===== config.mk =====
export PLATFORM = sky130hd
export DESIGN_NAME = spi_reg_access
export DESIGN_NICKNAME = d
export VERILOG_FILES = /design/src/rtl/spi_reg_pkg.sv /design/src/rtl/spi_frame_fsm.sv /design/src/rtl/spi_reg_pointer.sv /design/src/rtl/spi_sdo_shifter.sv /design/src/rtl/spi_reg_access.sv
export SDC_FILE = /design/constraint.sdc
export NUM_CORES = 1
export LEC_CHECK = 0
export ABC_AREA = 1
export BUFFER_PORTS_ARGS = -buffer_cell sky130_fd_sc_hd__buf_2
export CORE_ASPECT_RATIO = 0.75
export CORE_MARGIN = 1.5
export CORE_UTILIZATION = 55
export DETAILED_ROUTE_END_ITERATION = 8
export PLACE_DENSITY = 0.86
export SLEW_MARGIN = 20
export SYNTH_ARGS = -nofsm -noshare
export SYNTH_HDL_FRONTEND = slang
export SYNTH_SLANG_ARGS = --single-unit

===== constraint.sdc =====
create_clock -name spi_clk -period 3.82 [get_ports spi_clk]
set_input_delay 0 -clock spi_clk [delete_from_list [all_inputs] [get_ports spi_clk]]
set_output_delay 0 -clock spi_clk [all_outputs]
set_load 0.02 [all_outputs]

===== src/rtl/spi_reg_pkg.sv =====
package spi_reg_pkg;

    typedef enum logic [1:0] {
        ST_IDLE  = 2'd0,
        ST_CMD   = 2'd1,
        ST_BURST = 2'd2
    } frame_state_e;

    typedef struct packed {
        logic tx_push;
        logic rx_pop;
        logic abort;
        logic wr_en;
    } strobe_t;

    localparam strobe_t STROBE_NONE = '{tx_push: 1'b0, rx_pop: 1'b0, abort: 1'b0, wr_en: 1'b0};

    function automatic logic addr_hit(input logic [7:0] ptr, input int unsigned target);
        return ptr == 8'(target);
    endfunction

endpackage


===== src/rtl/spi_frame_fsm.sv =====
module spi_frame_fsm
    import spi_reg_pkg::*;
#(
    parameter int DATA_W = 8
) (
    input  logic                 clk,
    input  logic                 rst,
    input  logic                 sel_active,
    input  logic                 sdi,
    output frame_state_e         state,
    output logic                 wr_flag,
    output logic [DATA_W-1:0]    byte_in,
    output logic                 cmd_done,
    output logic                 byte_done
);
    localparam int BPW = (DATA_W > 1) ? $clog2(DATA_W) : 1;
    localparam logic [BPW-1:0] BIT_TOP = BPW'(DATA_W - 1);

    logic [BPW-1:0]    bit_ptr;
    logic [DATA_W-1:0] in_sh;
    logic              last_bit;

    assign last_bit  = (bit_ptr == '0);
    assign byte_in   = {in_sh[DATA_W-2:0], sdi};
    assign cmd_done  = sel_active && (state == ST_CMD) && last_bit;
    assign byte_done = sel_active && (state == ST_BURST) && last_bit;

    always_ff @(posedge clk) begin
        if (rst || !sel_active) begin
            state   <= ST_IDLE;
            bit_ptr <= BIT_TOP;
            wr_flag <= 1'b0;
            in_sh   <= '0;
        end else begin
            in_sh <= byte_in;
            unique case (state)
                ST_IDLE: begin
                    state   <= ST_CMD;
                    wr_flag <= sdi;
                    bit_ptr <= BIT_TOP - BPW'(1);
                end
                ST_CMD: begin
                    if (last_bit) begin
                        bit_ptr <= BIT_TOP;
                        state   <= ST_BURST;
                    end else begin
                        bit_ptr <= bit_ptr - BPW'(1);
                    end
                end
                ST_BURST: begin
                    bit_ptr <= last_bit ? BIT_TOP : bit_ptr - BPW'(1);
                end
                default: state <= ST_IDLE;
            endcase
        end
    end


    idle_to_cmd_chk: assert property (@(posedge clk) disable iff (rst)
        (state == ST_IDLE && sel_active) |=> (state == ST_CMD && wr_flag == $past(sdi)));


    bit_step_chk: assert property (@(posedge clk) disable iff (rst)
        (sel_active && state != ST_IDLE && !last_bit) |=> (bit_ptr == $past(bit_ptr) - BPW'(1)));


    deselect_chk: assert property (@(posedge clk) disable iff (rst)
        (!sel_active) |=> (state == ST_IDLE && bit_ptr == BIT_TOP && !wr_flag));

endmodule


===== src/rtl/spi_reg_pointer.sv =====
module spi_reg_pointer
    import spi_reg_pkg::*;
#(
    parameter int DATA_W       = 8,
    parameter int ADDR_W       = 3,
    parameter int DATA_LO_ADDR = 0,
    parameter int CTRL_ADDR    = 7
) (
    input  logic               clk,
    input  logic               rst,
    input  logic               cmd_done,
    input  logic               byte_done,
    input  logic               wr_flag,
    input  logic [DATA_W-1:0]  byte_in,
    input  logic               rx_not_empty,
    output logic [ADDR_W-1:0]  next_ptr,
    output strobe_t            strb,
    output logic [ADDR_W-1:0]  wr_addr,
    output logic [DATA_W-1:0]  wr_data
);
    logic [ADDR_W-1:0] reg_ptr;
    logic              at_data_lo;
    logic              at_ctrl;

    assign next_ptr   = cmd_done ? byte_in[ADDR_W-1:0] : reg_ptr + ADDR_W'(1);
    assign at_data_lo = addr_hit(8'(reg_ptr), DATA_LO_ADDR);
    assign at_ctrl    = addr_hit(8'(reg_ptr), CTRL_ADDR);

    always_ff @(posedge clk) begin
        if (rst) begin
            reg_ptr <= '0;
        end else if (cmd_done || byte_done) begin
            reg_ptr <= next_ptr;
        end
    end

    always_ff @(posedge clk) begin
        if (rst) begin
            strb    <= STROBE_NONE;
            wr_addr <= '0;
            wr_data <= '0;
        end else begin
            strb.wr_en   <= byte_done && wr_flag;
            strb.tx_push <= byte_done && wr_flag && at_data_lo;
            strb.abort   <= byte_done && wr_flag && at_ctrl;
            strb.rx_pop  <= byte_done && at_data_lo && rx_not_empty;
            if (byte_done) begin
                wr_addr <= reg_ptr;
                wr_data <= byte_in;
            end
        end
    end


    ptr_wrap_chk: assert property (@(posedge clk) disable iff (rst)
        byte_done |=> (reg_ptr == $past(reg_ptr) + ADDR_W'(1)));


    abort_needs_write_chk: assert property (@(posedge clk) disable iff (rst)
        strb.abort |-> (strb.wr_en && wr_addr == ADDR_W'(CTRL_ADDR)));


    push_needs_write_chk: assert property (@(posedge clk) disable iff (rst)
        strb.tx_push |-> (strb.wr_en && wr_addr == ADDR_W'(DATA_LO_ADDR)));


    single_pulse_chk: assert property (@(posedge clk) disable iff (rst)
        (strb.tx_push || strb.rx_pop || strb.abort || strb.wr_en) |=>
        !(strb.tx_push || strb.rx_pop || strb.abort || strb.wr_en));

endmodule


===== src/rtl/spi_sdo_shifter.sv =====
module spi_sdo_shifter
    import spi_reg_pkg::*;
#(
    parameter int DATA_W = 8
) (
    input  logic               clk,
    input  logic               rst,
    input  logic               sel_active,
    input  frame_state_e       state,
    input  logic               load,
    input  logic [DATA_W-1:0]  load_data,
    output logic               sdo
);
    logic [DATA_W-1:0] out_sh;

    always_ff @(posedge clk) begin
        if (rst || !sel_active) begin
            out_sh <= '0;
        end else if (load) begin
            out_sh <= load_data;
        end else if (state == ST_BURST) begin
            out_sh <= {out_sh[DATA_W-2:0], 1'b0};
        end
    end

    assign sdo = (state == ST_BURST) ? out_sh[DATA_W-1] : 1'b0;


    load_capture_chk: assert property (@(posedge clk) disable iff (rst)
        (load && sel_active) |=> (out_sh == $past(load_data)));

endmodule


===== src/rtl/spi_reg_access.sv =====
module spi_reg_access
    import spi_reg_pkg::*;
#(
    parameter int DATA_W       = 8,
    parameter int ADDR_W       = 3,
    parameter int DATA_LO_ADDR = 0,
    parameter int CTRL_ADDR    = 7,
    localparam int NREG        = 1 << ADDR_W
) (
    input  logic                    spi_clk,
    input  logic                    rst,
    input  logic                    sel_n,
    input  logic                    sdi,
    output logic                    sdo,
    input  logic [NREG*DATA_W-1:0]  reg_view,
    input  logic                    rx_not_empty,
    output logic                    tx_push,
    output logic                    rx_pop,
    output logic                    abort_req,
    output logic                    wr_en,
    output logic [ADDR_W-1:0]       wr_addr,
    output logic [DATA_W-1:0]       wr_data
);
    frame_state_e      state;
    logic              sel_active;
    logic              wr_flag;
    logic [DATA_W-1:0] byte_in;
    logic              cmd_done;
    logic              byte_done;
    logic [ADDR_W-1:0] next_ptr;
    logic [DATA_W-1:0] load_data;
    strobe_t           strb;

    assign sel_active = !sel_n;
    assign load_data  = reg_view[next_ptr*DATA_W +: DATA_W];

    spi_frame_fsm #(.DATA_W(DATA_W)) u_fsm (
        .clk        (spi_clk),
        .rst        (rst),
        .sel_active (sel_active),
        .sdi        (sdi),
        .state      (state),
        .wr_flag    (wr_flag),
        .byte_in    (byte_in),
        .cmd_done   (cmd_done),
        .byte_done  (byte_done)
    );

    spi_reg_pointer #(
        .DATA_W       (DATA_W),
        .ADDR_W       (ADDR_W),
        .DATA_LO_ADDR (DATA_LO_ADDR),
        .CTRL_ADDR    (CTRL_ADDR)
    ) u_ptr (
        .clk          (spi_clk),
        .rst          (rst),
        .cmd_done     (cmd_done),
        .byte_done    (byte_done),
        .wr_flag      (wr_flag),
        .byte_in      (byte_in),
        .rx_not_empty (rx_not_empty),
        .next_ptr     (next_ptr),
        .strb         (strb),
        .wr_addr      (wr_addr),
        .wr_data      (wr_data)
    );

    spi_sdo_shifter #(.DATA_W(DATA_W)) u_sdo (
        .clk        (spi_clk),
        .rst        (rst),
        .sel_active (sel_active),
        .state      (state),
        .load       (cmd_done || byte_done),
        .load_data  (load_data),
        .sdo        (sdo)
    );

    assign tx_push   = strb.tx_push;
    assign rx_pop    = strb.rx_pop;
    assign abort_req = strb.abort;
    assign wr_en     = strb.wr_en;


    reset_quiet_chk: assert property (@(posedge spi_clk)
        rst |=> !(tx_push || rx_pop || abort_req || wr_en || sdo));

endmodule


Word-level counts from Yosys, hierarchy flattened
Index checks and enable logic that the tools add are counted.

storage, ports and cells
  bits of input ports = 69
  register bits after elaboration = 39

operators by class
  bitwise logic cells = 1
  add/subtract/negate cells = 2
  shift operators = 1
  muxes and demuxes = 8
  reduce and logical (&&, ||, !) cells = 19
  equal/unequal tests = 4

operator list
  cell                 number
  $shiftx 64x7->8      1
  $mux 8               2
  $logic_and 1x1->1    9
  $logic_not 3->1      2
  $mux 3               2
  $pmux 2 s3           1
  $pmux 3 s2           1
  $reduce_bool 2->1    2
  $add 3x1->3 const B  1
  $eq 3x3->1 const B   1
  $sub 3x1->3 const B  1
  $eq 2x1->1 const B   1
  $eq 2x2->1 const B   1
  $logic_not 2->1      1
  $logic_or 1x1->1     2
  $mux 2               1
  $ne 2x1->1 const B   1
  $reduce_and 2->1     1
  $reduce_or 2->1      1
  $logic_not 1->1      1
  $mux 1               1
  $not 1->1            1

Logic depth before layout (Yosys ltp)
Gate-level depths: netlist of run 1.

  depth in word-level cells = 6
  gate-level depth with buffers = 15
  gate-level depth less buffers = 14

By module
From an unflattened synthesis of run 1, not the netlist that was laid out.

unflattened totals
  cell total of the unflattened synthesis = 439
  area total of the unflattened synthesis = 2653.8 um^2

modules (own cells, without submodules)
  module           cells an instance  instances  seq. area each (um^2)  area an instance (um^2)
  spi_reg_access   216                1          0.0                    943.4
  spi_reg_pointer  88                 1          360.3                  700.7
  spi_frame_fsm    72                 1          260.2                  579.3
  spi_sdo_shifter  63                 1          160.2                  430.4

Worst setup path before layout of run 1
No wires, ideal clock.

  kind = reg2reg
  start point = register u_fsm.state[1]
  end point = register u_sdo.out_sh[6]
  cell stages (with the launch flop) = 15
  setup slack = 2.057 ns
  setup time = 0.109 ns
  clock period less this slack = 1.763 ns
  data required time = 3.711 ns
  arrival time = 1.655 ns
  cell sequence = dfxtp_1 inv_1 ha_1 inv_1 nor2_4 nand2_4 nand2_4 buf_2 nand3_1 nand3_1 nand2_1 nand2_1 nand3_1 nand2_1 inv_1

between the ends
  cells in the longest elaborated chain, start to end = 6

RTL lines
  element                          line                   RTL
  from (decl)                      spi_frame_fsm.sv:10    output frame_state_e state,
  from (signal assigned)           spi_frame_fsm.sv:30    state <= ST_IDLE;
  from (signal assigned)           spi_frame_fsm.sv:38    state <= ST_CMD;
  from (signal assigned)           spi_frame_fsm.sv:45    state <= ST_BURST;
  $eq 2x1->1                       spi_frame_fsm.sv:25    assign cmd_done = sel_active && (state == ST_CMD) && last_bit;
  $logic_and 1x1->1 (2 in series)  spi_frame_fsm.sv:25
  $mux 3                           spi_reg_pointer.sv:25  assign next_ptr = cmd_done ? byte_in[ADDR_W-1:0] : reg_ptr + ADDR_W'(1);
  $shiftx 64x7->8                  spi_reg_access.sv:35   assign load_data = reg_view[next_ptr*DATA_W +: DATA_W];
  $mux 8                           spi_sdo_shifter.sv:19  end else if (load) begin
  to (signal assigned)             spi_sdo_shifter.sv:20  out_sh <= load_data;
  to (signal assigned)             spi_sdo_shifter.sv:22  out_sh <= {out_sh[DATA_W-2:0], 1'b0};
  to (decl)                        spi_sdo_shifter.sv:14  logic [DATA_W-1:0] out_sh;

Parallel ways exist; a longest one is shown, timed or not.
A chain may end at the register's enable or synchronous reset.

Final worst setup path of run 1
  start point = register u_fsm.bit_ptr[0]
  end point = register u_sdo.out_sh[0]

between the ends
  cells in the longest elaborated chain, start to end = 5

RTL lines
  element                 line                   RTL
  from (decl)             spi_frame_fsm.sv:19    logic [BPW-1:0] bit_ptr;
  from (signal assigned)  spi_frame_fsm.sv:40    bit_ptr <= BIT_TOP - BPW'(1);
  from (signal assigned)  spi_frame_fsm.sv:47    bit_ptr <= bit_ptr - BPW'(1);
  from (signal assigned)  spi_frame_fsm.sv:51    bit_ptr <= last_bit ? BIT_TOP : bit_ptr - BPW'(1);
  $logic_not 3->1 *       spi_frame_fsm.sv:23    assign last_bit = (bit_ptr == '0);
  $logic_and 1x1->1       spi_frame_fsm.sv:25
  $mux 3                  spi_reg_pointer.sv:25
  $shiftx 64x7->8         spi_reg_access.sv:35
  $mux 8                  spi_sdo_shifter.sv:19

Mark *: on every way between the ends. The rest lies on a longest branch, timed or not.

==> results of run 1 <==
[per-stage QoR]
| stage | utilization | cells | hold WS (ns) | cell area (um^2) |
|---|---|---|---|---|
| floorplan | - | 382 | 0.146 | 2560 |
| global placement | 0.664 | 509 | 0.273 | 2970 |
| detailed placement | 0.664 | 509 | 0.265 | 2970 |
| CTS | 0.692 | 518 | 0.0207 | 3090 |
| global route | 0.692 | 518 | 0.0703 | 3090 |
| finish | 0.692 | 518 | 0.0339 | 3090 |
[per-layer routing]
layer	up-vias	share of wire	GRT usage
met5	-	0	0
met4	0	0.0092	0.0799
met3	6	0.073	0.0569
met2	89	0.46	0.430
met1	1155	0.46	0.338
li1	1357	-	-
[synthesized netlist by cell type, drive strengths merged]
cell and instances:
a211oi 13, nand3 60, xnor2 1, inv 82, a31oi 1, o211ai 3, clkbuf 3, nand2 86
and2 1, nand3b 14, and3 1, buf 11, ha 11, nor3 1, dfxtp 39, o21ai 21
nand4 1, a21oi 7, nor2 26
[worst register-to-register path: cells and delay by family, from the launching register on]
kind	cells	cell delay [ns]
AOI/OAI and AO/OA	1	0.17
adders and majority gates	1	0.17
buffers and inverters	3	0.27
and+or+nand+nor	7	1.60
DFF	1	0.30
[cells by family after synthesis]
kind of cell,after synthesis,synth area share
flops,39,0.305
compound gates,45,0.119
xor+xnor,1,0.00342
simple gates,190,0.366
fa+ha+maj,11,0.0538
buf+inv,96,0.153
[state kept, by name, summed over array words and instances, names as in the netlist]
signal and flops:
u_fsm.bit_ptr 3, u_fsm.in_sh 7, u_fsm.state 2, u_fsm.wr_flag 1
u_ptr.reg_ptr 3, u_ptr.strb 4, u_ptr.wr_addr 3, u_ptr.wr_data 8
u_sdo.out_sh 8
[power breakdown]
group,internal [mW],switching (mW)
Sequential,0.412,0.00388
Clock,0.194,0.150
Combinational,0.0507,0.0557
Total,0.657,0.209
[timing repair]
action / 4_1_cts / 5_1_grt
endpoints found under the hold margin: 1 / 0
gates resized for setup: 0 / 0
hold buffers: 1 / 0
setup buffers: 0 / 0
[path summary, 6_finish.rpt]
kind,startpoint,to,slack (ns),cells after the start
setup / recovery,u_fsm.bit_ptr[0],u_sdo.out_sh[0],1.27,12
hold / removal,sdi,u_fsm.in_sh[0],0.03,3
setup reg to reg,u_fsm.bit_ptr[0],u_sdo.out_sh[0],1.27,12
hold reg to reg,u_fsm.in_sh[3],u_fsm.in_sh[4],0.45,2
[layout make-up]
type | count | area, um^2 | share of cell area
Clock buffer | 5 | 68.8 | 0.0223
Clock inverter | 3 | 43.8 | 0.0142
Inverter | 82 | 308 | 0.0996
Multi-Input combinational cell | 247 | 1390 | 0.449
Sequential cell | 39 | 781 | 0.253
Tap cell | 57 | 71.3 | 0.0231
Timing Repair Buffer | 85 | 430 | 0.139
==> run_results.csv, run 1 <==
group,metric,value,unit
floorplan,core,4470,um^2
setup_path,critPathRequiredTime,4.07,ns
timing,tightestPinTransition,0.885,ns
route,vias,2607,
synthesis,syn-num-nets,462,
setup_path,cp_max_fo,23,
route,ant_nets,0,
synthesis,synth_warnings,0,
layout,mostFrequentLayoutCells,"buf_2 (84), inv_1 (81), nand2_1 (80), nand3_1 (58), dfxtp_1 (39)",
layout,antenna_cells,0,
synthesis,synth.cell_area,2560,um^2
placed_design,routabilityCongestion,0.975,
global_routing,grt_start_max_net_pins,24,
timing,slew_headroom,0.408,
synthesis,synthDistinctLibCells,31,
synthesis,syn_avg_cell_area,6.70,um^2
floorplan,fp.dieH,62.1,um
timing,slew_viol_final,0,
floorplan,rows,21,
timing,skew,0.00318,ns
placed_design,post-place-ws,1.30,ns
flow_run,cap_violations,0,
clock_tree,root_buffer,"clkbuf_8",
global_routing,globalRouteTotalUtil,0.258,
setup_path,cp-start-kind,"flip-flop",
route,drt_pass1_iterations,5,
setup_path,critical_path_arrival,2.80,ns
global_routing,antenna_found_initial,0,
floorplan,die_x,81.8,um
route,wl_per_cell,11.9,um
layout,final_nets,540,
setup_path,cp_num_buf_inv,3,
timing,min_period,2.55,ns
setup_path,end_kind,"flip-flop",
clock_tree,clk_pin_slew,0.08,ns
floorplan,start_util,0.573,
timing,rsz0062_at_grt,"no",
timing,setup_slack,1.27,ns
placed_design,port-buffer-count,84,
clock_tree,cts.path.max_buffers,2,
layout,syn_to_final_growth,20.7,%
floorplan,die-area,5070,um^2
synthesis,yosysTopAreaCell,"dfxtp_1",
clock_tree,numClockSinks,39,
timing,max_freq,392,MHz
pwr,power,866,uW
floorplan,pin_count,85,
hold_path,min_path_type,"input pin to flip-flop",
pwr,cellLeakagePower,1.73,nW
route,vias_per_cell,5.03,
global_routing,grt_pass1_vias,2223,
setup_path,crit_slowest_cell,"nor2_2",
placed_design,dpl.hpwl,4.54,mm
synthesis,synthTopCellsByArea,"dfxtp_1 (31%), inv_1 (12%), nand2_1 (12%), nand3_1 (11%), ha_1 (5.4%)",
layout,nFillCells,392,
synthesis,synth_top_area_frac,0.305,
route,initialDrtViolationCount,165,
pwr,peakVddDrop,0.245,mV
pwr,p_per_area,280,nW/um^2
clock_tree,cts_tree,"yes",
clock_tree,h-tree-depth,2,
route,wl,6.16,mm
timing,setup_violations,0,
synthesis,ys_seq_area_frac,0.305,
timing,hold_viol_final,0,
run_status,outcome,"finished, final reports clean",
clock_tree,numCtsBuffers,5,
synthesis,ys_ff_latch,39,
layout,final_common_cell,"buf_2",
clock_tree,clock_latency,0.30,ns
setup_path,slowest_delay,0.68,ns
setup_path,path_delay_family,"simple AND/OR/NAND/NOR gates",
timing,finalSetupTns,0,ns
layout,final_layout_size_suffix_gt1_frac,0.239,
global_routing,grt_pass1_wl,9.87,mm
setup_path,path_class,"flip-flop to flip-flop",
global_routing,grt-ovfl-total,0,
timing,period_share,0.668,
setup_path,crit_path_frequent_cell,"inv_1",
setup_path,crit_chain,"inv_1, ha_1, inv_1, nor2_8, nand2_2, nor2_2, a21oi_4, nor2_2, nand3_1, nand3_1, nand2_1, inv_1",
route,drc,0,
synthesis,synthCells,382,
Power figures use the tool's default switching activity.
==> inputs of run 2 (changes only) <==
--- a/config.mk
+++ b/config.mk
@@ -9,9 +9,9 @@
 export BUFFER_PORTS_ARGS = -buffer_cell sky130_fd_sc_hd__buf_2
 export CORE_ASPECT_RATIO = 0.75
 export CORE_MARGIN = 1.5
-export CORE_UTILIZATION = 55
+export CORE_UTILIZATION = 51
 export DETAILED_ROUTE_END_ITERATION = 8
-export PLACE_DENSITY = 0.86
+export PLACE_DENSITY = 0.81
 export SLEW_MARGIN = 20
 export SYNTH_ARGS = -nofsm -noshare
 export SYNTH_HDL_FRONTEND = slang
==> constraint.sdc (replaced) <==
create_clock -name spi_clk -period 2.5 [get_ports spi_clk]
set_input_delay 0 -clock spi_clk [delete_from_list [all_inputs] [get_ports spi_clk]]
set_output_delay 0 -clock spi_clk [all_outputs]
set_load 0.02 [all_outputs]
==> run 2 against run 1 <==
Net effect:
- the flow now finishes with violations (DRC)
- register-to-register slack worse by 0.93 ns
- non-clock buffer count increased by 3
- cell area about the same
- cell count is 1.2% higher
- clock power increased by 24%
- sequential share of layout area about the same
- clock-buffer cell count stayed put
- first-iteration DRC count decreased by 1.2%
- combinational power is 49% higher
- die area is 7.5% higher
- critical endpoint is now u_sdo.out_sh[6]
- largest cell class unchanged
- highest routed layer unchanged
==> run_results.csv, run 2 (synthesis results as in run 1) <==
group,metric,value,unit
timing,skew,0.00933,ns
route,ant_nets,0,
placed_design,place_inst,515,
route,wl_per_cell,11.2,um
pwr,p_per_area,394,nW/um^2
layout,reg_top3,"u_ptr.wr_data: 8 flops, u_sdo.out_sh: 8 flops, u_fsm.in_sh: 7 flops",
global_routing,antenna_found_initial,0,
route,vias_per_cell,4.89,
clock_tree,clock_latency,0.30,ns
placed_design,dpl_cell_area,2990,um^2
global_routing,grt-ovfl-total,0,
clock_tree,cts_setup_buffers,0,
timing,rsz0062_at_grt,"no",
layout,final_common_cell,"buf_2",
global_routing,grt_pass1_vias,2334,
floorplan,die_x,84.8,um
timing,finalSetupTns,0,ns
layout,antenna_cells,0,
layout,final_layout_size_suffix_gt1_frac,0.244,
hold_path,min_path_type,"input pin to flip-flop",
clock_tree,numClockSinks,39,
timing,setup_violations,0,
clock_tree,root_buffer,"clkbuf_8",
global_routing,globalRouteTotalUtil,0.231,
route,drc,6,
pwr,cellLeakagePower,1.73,nW
layout,design_area,3090,um^2
timing,slew_viol_final,0,
timing,max_freq,462,MHz
layout,finalNonFillerCells,524,
clock_tree,cts.path.max_buffers,2,
floorplan,die-area,5460,um^2
route,drt_pass1_iterations,7,
global_routing,grt_start_max_net_pins,23,
route,wl,5.89,mm
placed_design,routabilityCongestion,0.876,
floorplan,core,4870,um^2
setup_path,critical_path_arrival,2.36,ns
run_status,violations,"DRC",
timing,period_share,0.865,
run_status,outcome,"finished, violations left",
route,initialDrtViolationCount,163,
clock_tree,cts_tree,"yes",
timing,tightestPinTransition,0.479,ns
clock_tree,h-tree-depth,2,
layout,final_util,0.635,
timing,slew_headroom,0.680,
pwr,peakVddDrop,0.301,mV
setup_path,cp_max_fo,18,
placed_design,dpl.hpwl,4.42,mm
layout,final_nets,543,
global_routing,grt_pass1_wl,10.1,mm
clock_tree,numCtsBuffers,5,
clock_tree,clk_pin_slew,0.07,ns
setup_path,path_class,"flip-flop to flip-flop",
pwr,power,1.22,mW
floorplan,rows,22,
timing,hold_viol_final,0,
flow_run,cap_violations,0,
clock_tree,cts.repair.resized,0,
floorplan,pin_count,85,
floorplan,fp.dieH,64.3,um
setup_path,critPathRequiredTime,2.70,ns
placed_design,port-buffer-count,84,
layout,syn_to_final_growth,20.8,%
layout,mostFrequentLayoutCells,"buf_2 (84), inv_1 (81), nand2_1 (80), nand3_1 (58), dfxtp_1 (39)",
floorplan,start_util,0.525,
timing,min_period,2.16,ns
setup_path,cp-start-kind,"flip-flop",
setup_path,end_kind,"flip-flop",
route,vias,2563,
==> run 2: cell type report <==
class / count / area [um^2]
fill: 454 / 1780
multi-input combinational: 247 / 1390
sequential: 39 / 781
timing repair buffer: 88 / 453
inverter: 82 / 308
tap: 60 / 75.1
clock buffer: 5 / 68.8
clock inverter: 3 / 20.0
==> run 2: where the power goes <==
group / leakage (nW) / total, mW / switching [mW] / internal (mW)
Sequential: 0.315 / 0.635 / 0.00558 / 0.630
Combinational: 1.37 / 0.158 / 0.0803 / 0.0779
Clock: 0.0402 / 0.425 / 0.231 / 0.194
Total: 1.73 / 1.22 / 0.317 / 0.902
==> run 2: path summary, 6_finish.rpt <==
| kind | end | depth (start not counted) | start | slack (ns) |
|---|---|---|---|---|
| worst min register to register | u_fsm.in_sh[3] | 2 | u_fsm.in_sh[2] | 0.45 |
| worst max register to register | u_sdo.out_sh[6] | 13 | u_fsm.state[1] | 0.34 |
| worst max-delay path | u_sdo.out_sh[6] | 13 | u_fsm.state[1] | 0.34 |
| worst min-delay path | u_fsm.in_sh[0] | 3 | sdi | 0.03 |
==> run 2: critical path, cell delays in order (launching register included) <==
cell and delay, ns:
dfxtp_1 0.33, inv_1 0.15, ha_1 0.20, inv_1 0.07, nor2_4 0.19, nand3_2 0.35
nand2_4 0.31, nand2_1 0.08, nand3_1 0.10, nand2_1 0.07, nand2_1 0.05, nand3_1 0.06
nand2_1 0.07, inv_1 0.04
==> run 2: per-layer routing <==
layer | track usage | routed length, um | vias to the layer above
met4 | 0.0471 | 57 | 0
met2 | 0.374 | 2570 | 66
met5 | 0 | 0 | -
li1 | - | - | 1359
met3 | 0.0659 | 378 | 9
met1 | 0.308 | 2880 | 1129
==> run 2: what timing repair did <==
item | in CTS | in global routing
hold buffers | 1 | 0
endpoints found under the hold margin | 1 | 0
setup endpoints to repair | 0 | 0
==> run 2: through the flow <==
stage                     setup WS, ns  hold slack [ns]
final                            0.338           0.0256
after detailed placement         0.361            0.274
after global placement           0.469            0.271
after floorplan                  0.737            0.146
after global routing            0.0977           0.0485
after CTS                        0.337          0.00509
==> inputs of run 3 (changes only) <==
--- a/config.mk
+++ b/config.mk
@@ -9,9 +9,9 @@
 export BUFFER_PORTS_ARGS = -buffer_cell sky130_fd_sc_hd__buf_2
 export CORE_ASPECT_RATIO = 0.75
 export CORE_MARGIN = 1.5
-export CORE_UTILIZATION = 51
+export CORE_UTILIZATION = 46
 export DETAILED_ROUTE_END_ITERATION = 8
-export PLACE_DENSITY = 0.81
+export PLACE_DENSITY = 0.77
 export SLEW_MARGIN = 20
 export SYNTH_ARGS = -nofsm -noshare
 export SYNTH_HDL_FRONTEND = slang
==> constraint.sdc (replaced) <==
create_clock -name spi_clk -period 1.91 [get_ports spi_clk]
set_input_delay 0 -clock spi_clk [delete_from_list [all_inputs] [get_ports spi_clk]]
set_output_delay 0 -clock spi_clk [all_outputs]
set_load 0.02 [all_outputs]
==> run 3 against run 2 <==
Net effect:
- the run now ends clean
- non-clock buffer count increased by 25
- cell count increased by 8.0%
- largest power group unchanged
- critical path type unchanged
- worst setup slack got worse by 0.27 ns
==> run_results.csv, run 3 (synthesis results as in run 1) <==
group,metric,value,unit
run_status,outcome,"finished, final reports clean",
route,vias,2833,
setup_path,cp_max_fo,14,
global_routing,grt_start_max_net_pins,23,
global_routing,grt_pass1_vias,2577,
floorplan,pin_count,85,
route,vias_per_cell,5.01,
route,wl,7.36,mm
global_routing,globalRouteTotalUtil,0.237,
pwr,power,1.77,mW
timing,setup_violations,0,
clock_tree,cts_tree,"yes",
layout,mostFrequentLayoutCells,"buf_2 (84), inv_1 (77), nand2_1 (75), nand3_1 (43), dfxtp_1 (35)",
route,initialDrtViolationCount,169,
setup_path,reg2regPathDepth,14,
timing,slew_headroom,0.737,
floorplan,die_x,89.1,um
hold_path,min_path_type,"input pin to flip-flop",
clock_tree,h-tree-depth,2,
clock_tree,numClockSinks,39,
hold_path,hp-start,"rst",
layout,syn_to_final_growth,40.2,%
timing,period_share,0.965,
layout,final_util,0.670,
timing,max_freq,543,MHz
route,drc,0,
setup_path,timing.rr.start,"u_fsm.bit_ptr[1]",
floorplan,core,5350,um^2
global_routing,grt_pass1_wl,11.1,mm
timing,min_period,1.84,ns
layout,design_area,3590,um^2
route,wl_per_cell,13.0,um
layout,reg_top3,"u_ptr.wr_data: 8 flops, u_sdo.out_sh: 8 flops, u_fsm.in_sh: 7 flops",
route,ant_nets,0,
floorplan,rows,23,
setup_path,reg2reg_to,"u_sdo.out_sh[5]",
placed_design,routabilityCongestion,1.02,
timing,skew,0.00720,ns
floorplan,die-area,6020,um^2
timing,hold_viol_final,0,
layout,final_nets,570,
global_routing,antenna_found_initial,0,
layout,final_layout_size_suffix_gt1_frac,0.346,
clock_tree,root_buffer,"clkbuf_8",
floorplan,start_util,0.478,
timing,tightestPinTransition,0.392,ns
timing,fin_hold_ws,0.0758,ns
setup_path,critPathRequiredTime,2.15,ns
global_routing,grt-ovfl-total,0,
setup_path,ff2ff_setup_slack,0.07,ns
placed_design,dpl_cell_area,3060,um^2
hold_path,hold_depth,2,
layout,final_common_cell,"buf_2",
setup_path,slowest_delay,0.32,ns
placed_design,place_inst,536,
setup_path,crit_slowest_cell,"dfxtp_2",
clock_tree,numCtsBuffers,5,
pwr,cellLeakagePower,1.95,nW
clock_tree,clock_latency,0.29,ns
flow_run,cap_violations,0,
timing,setup_slack,0.0671,ns
timing,slew_viol_final,0,
setup_path,path_class,"flip-flop to flip-flop",
hold_path,min_to,"u_ptr.strb[2]",
timing,finalSetupTns,0,ns
clock_tree,clk_pin_slew,0.08,ns
placed_design,post-place-ws,-0.0456,ns
route,drt_pass1_iterations,4,
clock_tree,cts.path.max_buffers,2,
floorplan,fp.dieH,67.6,um
placed_design,port-buffer-count,84,
layout,finalNonFillerCells,566,
pwr,peakVddDrop,0.304,mV
placed_design,dpl.hpwl,4.99,mm
pwr,p_per_area,494,nW/um^2
setup_path,crit_chain,"inv_2, ha_4, inv_4, nor2_8, buf_4, nand3_4, buf_6, nand3b_1, nand3_1, nand2_1, nand2_1, nand3_1, nand2_1, inv_1",
setup_path,path_delay_family,"simple AND/OR/NAND/NOR gates",
setup_path,cp_num_buf_inv,5,
setup_path,end_kind,"flip-flop",
layout,antenna_cells,0,
setup_path,critical_path_arrival,2.08,ns
setup_path,crit_path_frequent_cell,"nand2_1",
setup_path,cp-start-kind,"flip-flop",
-- run 3: power breakdown --
part           internal [mW]  switching (mW)  total, mW  leakage, nW
Combinational          0.123           0.126      0.249         1.58
Sequential             0.825         0.00802      0.833        0.316
Clock                  0.389           0.301      0.690       0.0581
Total                   1.34           0.436       1.77         1.95
-- run 3: how the worst max path moves through the flow --
| stage | start | endpoint | cells past startpoint |
|---|---|---|---|
| finish | u_fsm.bit_ptr[1] | u_sdo.out_sh[5] | 14 |
| global route | u_fsm.bit_ptr[1] | u_sdo.out_sh[3] | 14 |
| CTS | u_fsm.state[1] | u_sdo.out_sh[1] | 14 |
| detailed placement | u_fsm.state[0] | u_sdo.out_sh[1] | 11 |
| global placement | u_fsm.bit_ptr[0] | u_sdo.out_sh[1] | 12 |
| floorplan | u_fsm.state[1] | u_sdo.out_sh[6] | 14 |
-- run 3: area by class of cell --
cell class / instances / area, um^2
inverters: 82 / 310
multi-input cells: 249 / 1590
clock inverters: 3 / 43.8
repair buffers: 113 / 694
flip-flops and latches: 39 / 788
clock buffers: 5 / 68.8
well taps: 75 / 93.8
fillers: 451 / 1770
-- run 3: repair_timing --
| item | 4_1_cts | 5_1_grt |
|---|---|---|
| pin swaps | 3 | 27 |
| cloned | 0 | 3 |
| endpoints found under the setup margin | 8 | 8 |
| hold buffers | 1 | 0 |
| setup buffers | 2 | 16 |
| gates resized for setup | 6 | 40 |
| hold endpoints to repair | 1 | 0 |
-- run 3: metal layers --
| layer | wire length (um) | global-route usage | vias up |
|---|---|---|---|
| li1 | - | - | 1428 |
| met1 | 3250 | 0.304 | 1268 |
| met2 | 3420 | 0.391 | 122 |
| met3 | 570 | 0.0587 | 15 |
| met4 | 116 | 0.0788 | 0 |
| met5 | 0 | 0 | - |
